[src/rtl/audio_frame_serdes.sv]
module audio_frame_serdes #(
  parameter int MAX_CH = 16,
  localparam int CHW = $clog2(MAX_CH)
) (
  input  logic           clk,
  input  logic           rst_n,
  input  logic           cfg_wide,
  input  logic [1:0]     cfg_fmt,
  input  logic [CHW-1:0] cfg_chans_m1,
  input  logic           cfg_sync_inv,
  input  logic           cfg_bclk_inv,
  input  logic           bclk,
  input  logic           fsync,
  input  logic           sdin,
  output logic           sdout,
  input  logic [31:0]    tx_data,
  input  logic           tx_valid,
  output logic           tx_ready,
  output logic           tx_urun,
  output logic [31:0]    rx_data,
  output logic           rx_valid,
  output logic [CHW-1:0] rx_ch,
  output logic           sync_err
);

  localparam logic [1:0] FMT_I2S  = 2'd0;
  localparam logic [1:0] FMT_DSP1 = 2'd2;

  logic           bk_q, fs_q, primed, active, nbit;
  logic [4:0]     bcnt;
  logic [CHW-1:0] wleft, ch;
  logic [31:0]    sh, rsh;

  wire dly  = (cfg_fmt == FMT_I2S) || (cfg_fmt == FMT_DSP1);
  wire dual = (cfg_chans_m1 == CHW'(1)) && !cfg_fmt[1];
  wire act  = (cfg_fmt != FMT_I2S) ^ cfg_sync_inv;
  wire bk   = bclk ^ cfg_bclk_inv;
  wire rise = bk & ~bk_q;
  wire fall = ~bk & bk_q;

  wire start_a = rise & primed & (fsync == act) & (fs_q != act);
  wire start_b = rise & primed & dual & (fsync != act) & (fs_q == act);
  wire start   = start_a | start_b;
  wire last    = (bcnt == 5'd0) && (wleft == '0);

  wire new_bit = start & ~dly;
  wire old_bit = rise & active & ~new_bit;
  wire bit_ev  = new_bit | old_bit;

  wire [4:0]     f_bcnt  = cfg_wide ? 5'd31 : 5'd15;
  wire [CHW-1:0] f_wleft = dual ? '0 : cfg_chans_m1;
  wire [CHW-1:0] f_ch    = start_b ? CHW'(1) : '0;

  wire [4:0]     c_bcnt  = new_bit ? f_bcnt  : bcnt;
  wire [CHW-1:0] c_wleft = new_bit ? f_wleft : wleft;
  wire [CHW-1:0] c_ch    = new_bit ? f_ch    : ch;

  wire        first = c_bcnt == f_bcnt;
  wire        load  = bit_ev & first;
  wire [31:0] lw    = !tx_valid ? 32'h0 : (cfg_wide ? tx_data : {tx_data[15:0], 16'h0});
  wire [31:0] cur   = first ? lw : sh;
  wire [31:0] rnew  = {rsh[30:0], sdin};

  always_ff @(posedge clk or negedge rst_n) begin
    if (!rst_n) begin
      bk_q <= 1'b0; fs_q <= 1'b0; primed <= 1'b0; active <= 1'b0; nbit <= 1'b0;
      bcnt <= '0; wleft <= '0; ch <= '0; sh <= '0; rsh <= '0;
      sdout <= 1'b0; tx_ready <= 1'b0; tx_urun <= 1'b0;
      rx_data <= '0; rx_valid <= 1'b0; rx_ch <= '0; sync_err <= 1'b0;
    end else begin
      bk_q     <= bk;
      tx_ready <= load & tx_valid;
      tx_urun  <= load & ~tx_valid;
      rx_valid <= 1'b0;
      sync_err <= 1'b0;
      if (fall) sdout <= nbit;
      if (rise) begin
        fs_q     <= fsync;
        primed   <= 1'b1;
        sync_err <= start & active & ~(dly & last);
        nbit     <= bit_ev ? cur[31] : 1'b0;
      end
      if (bit_ev) begin
        sh  <= cur << 1;
        rsh <= rnew;
        if (c_bcnt == 5'd0) begin
          rx_valid <= 1'b1;
          rx_data  <= cfg_wide ? rnew : {16'h0, rnew[15:0]};
          rx_ch    <= c_ch;
        end
      end
      if (start & dly) begin
        active <= 1'b1;
        bcnt   <= f_bcnt;
        wleft  <= f_wleft;
        ch     <= f_ch;
      end else if (bit_ev) begin
        if (c_bcnt != 5'd0) begin
          active <= 1'b1;
          bcnt   <= c_bcnt - 5'd1;
          wleft  <= c_wleft;
          ch     <= c_ch;
        end else if (c_wleft != '0) begin
          active <= 1'b1;
          bcnt   <= f_bcnt;
          wleft  <= c_wleft - CHW'(1);
          ch     <= c_ch + CHW'(1);
        end else begin
          active <= 1'b0;
        end
      end
    end
  end

endmodule

[config.mk]
export PLATFORM = sky130hd
export DESIGN_NAME = audio_frame_serdes
export DESIGN_NICKNAME = d
export VERILOG_FILES = /design/src/rtl/audio_frame_serdes.sv
export SDC_FILE = /design/constraint.sdc
export NUM_CORES = 1
export LEC_CHECK = 0
export CAP_MARGIN = 20
export CORE_MARGIN = 8
export CORE_UTILIZATION = 49
export DETAILED_ROUTE_END_ITERATION = 16
export PLACE_DENSITY = 0.75
export RECOVER_POWER = 25
export SKIP_LAST_GASP = 1
export SLEW_MARGIN = 20
export SYNTH_ARGS = -nofsm -noshare
export SYNTH_HDL_FRONTEND = slang
export SYNTH_SLANG_ARGS = --single-unit
[constraint.sdc]
create_clock -name clk -period 3.1 [get_ports clk]
set_input_delay 0.465 -clock clk [delete_from_list [all_inputs] [get_ports clk]]
set_output_delay 0.465 -clock clk [all_outputs]
set_load 0.01 [all_outputs]
==> out/qor.yml <==
synthCells: 514
cap_violations: 0
synthesis.area_um2: 5979
start_util: 0.4999
hold_ws_ps: 501.2
avgViaCountPerCell: 5.788
portBuffers: 87
hold_viol_final: 0
first_pass_iters: 5
overflow: 0
finalWirelength_mm: 14.80
slew_headroom: 0.2129
hold_path_class: "flop to flop"
syn_nets: 565
hpwlAfterDp_mm: 10.24
core_um2: 11960
final_util: 0.6572
cts.sinks: 121
cp-end-kind: "flop"
cts_buffers: 17
ios: 88
synth_top_area_cell: "dfrtp_1"
die_h_um: 126.5
grt_usage: 0.1907
worstPathMaxFanout: 5
period_share: 0.9472
dpl_cell_area_um2: 7232
dieArea_um2: 15990
drc: 0
required_ps: 3370
ys_ff_latch: 121
layout.nets: 678
finalMaxSlewViolations: 0
grt_max_degree: 62
htree_levels: 4
ir_drop_uv: 488.5
syn_avg_cell_area_um2: 11.63
gp_congestion: 0.8340
cts_tree: "built"
synthFlopType: "dfrtp_1"
synth_area_leaders: "dfrtp_1, mux2_2, mux2i_1"
cts_buffer_depth: 2
fin_crit_ps: 2936
drt-initial-drc-count: 351
drtAntennaViolNets: 0
synth.yosys.seq_area_share: 0.5064
finalSetupViolations: 0
cts.reportedPaths.clkPinSlew_ps: 60
grt_pass1_wl_mm: 24.35
path_class: "input pin to flop"
clock_skew_ps: 7.367
p_per_area_nw_per_um2: 742.9
synth_cell_types: 56
synth_async_sr_flop_share: 1.000
fmax_ghz: 0.3406
rsz0062_at_grt: "false"
cp_data_arrival_time_ps: 3200
worst_pin_slew_ps: 1181
antenna_found_initial: 0
die_x_um: 126.5
mostFrequentLayoutCell: "dfrtp_1"
synth-edff-count: 0
start_kind: "input pin"
yosysWarnings: 0
postCtsSetupBuffers: 0
final_cell_mix: "dfrtp_1, clkdlybuf4s50_1, o21ai_0"
clockRootBuffer: "clkbuf_16"
clkLatencyLatePin_ps: 420
final_area_um2: 7861
leakage_nw: 3.700
rows: 40
avgRoutedWirePerCell_um: 18.80
drive_gt1_frac: 0.2203
status: "completed"
netlist.area_leader.share: 0.5064
num_antenna_cells: 0
grt_pass1_vias: 4745
areaGrowthSynthToFinish_pct: 31.47
num_vias: 4555
## per-stage QoR
step	setup TNS [ps]	power (W)	setup slack, ps	cells
global route	0	0.006152	59.59	787
detailed placement	-6804	0.003723	-265.4	754
CTS	0	0.005889	172.3	787
finish	0	0.005841	163.7	787
floorplan	-28.60	0.003239	-2.873	514
global placement	-3477	0.003639	-164.0	754
## synthesized netlist by cell type, types with 2 or more instances
cell type    n
dfrtp_1    121
o21ai_0     52
mux2i_1     49
mux2_2      44
nand2_1     31
nor2_1      25
and3_1      21
nor2b_1     19
buf_2       17
a211o_1     15
a221o_1     15
clkbuf_1    13
mux2_4      10
a21oi_1      7
nand3_1      5
a31oi_1      4
ha_1         4
nand2b_1     4
nor3_1       4
xnor2_1      4
buf_6        3
inv_1        3
o22ai_1      3
o2bb2ai_1    3
o31ai_1      3
a22o_1       2
a32o_1       2
and2_1       2
nand4_1      2
## registers in the layout, indices dropped and copies added (netlist names), 4 cells and up
name,flops
rx_data,32
rsh,31
sh,31
bcnt,5
ch,4
rx_ch,4
wleft,4
## metal layers
| metal | global-route usage | part of all wire | wire length, um |
|---|---|---|---|
| met3 | 0.07248 | 0.073 | 1075 |
| met5 | 0 | 0 | 0 |
| met4 | 0.08068 | 0.021 | 309 |
| met1 | 0.2267 | 0.44 | 6486 |
| met2 | 0.3038 | 0.47 | 6926 |
## final cells by class
class                   instances  area, um2
inverters                       4      17.52
flip-flops and latches        121       3028
clock inverters                15      210.2
clock buffers                  17      425.4
multi-input cells             355       2771
well taps                     147      183.9
fillers                       891       4100
repair buffers                128       1225
## cell families after synthesis
| kind of cell | after synthesis | share of synthesized area |
|---|---|---|
| AOI/OAI and AO/OA | 117 | 0.1415 |
| xor gates and xnor gates | 6 | 0.01004 |
| adders and majority gates | 4 | 0.008370 |
| buffers and inverters | 38 | 0.03160 |
| DFF | 121 | 0.5064 |
| muxes | 104 | 0.1923 |
| and+or+nand+nor | 124 | 0.1099 |
## path summary, 6_finish.rpt
path / to / cells past startpoint / slack, ps / start
worst max register to register: ch[0] / 11 / 530 / fs_q
worst max-delay path: ch[0] / 12 / 160 / cfg_fmt[1]
max in group asynchronous: rx_data[22] / 3 / 750 / rst_n
worst min-delay path: sh[15] / 1 / 500 / sh[14]
worst min register to register: sh[15] / 1 / 500 / sh[14]
min in group asynchronous: sh[7] / 2 / 820 / rst_n
## critical path, stage by stage
cell and delay, ps:
clkdlybuf4s50_1 420, buf_4 140, or3_4 380, o2bb2ai_4 140
a22oi_4 270, nor2_1 80, a21oi_1 200, ha_2 220
or3b_4 390, and3_1 230, xnor2_1 180, o22ai_1 80
## where the power goes
part	leakage (nW)	internal [W]	switching (W)
Clock	0.306	0.00136	0.000765
Combinational	1.79	0.000833	0.000703
Sequential	1.60	0.00191	0.000270
## repair_timing
| action | in CTS | in global routing |
|---|---|---|
| hold buffers | 1 | 0 |
| gates resized for setup | 0 | 1 |
| hold endpoints to repair | 20 | 0 |
| endpoints found under the setup margin | 0 | 2 |
(Power assumes the default switching activity.)
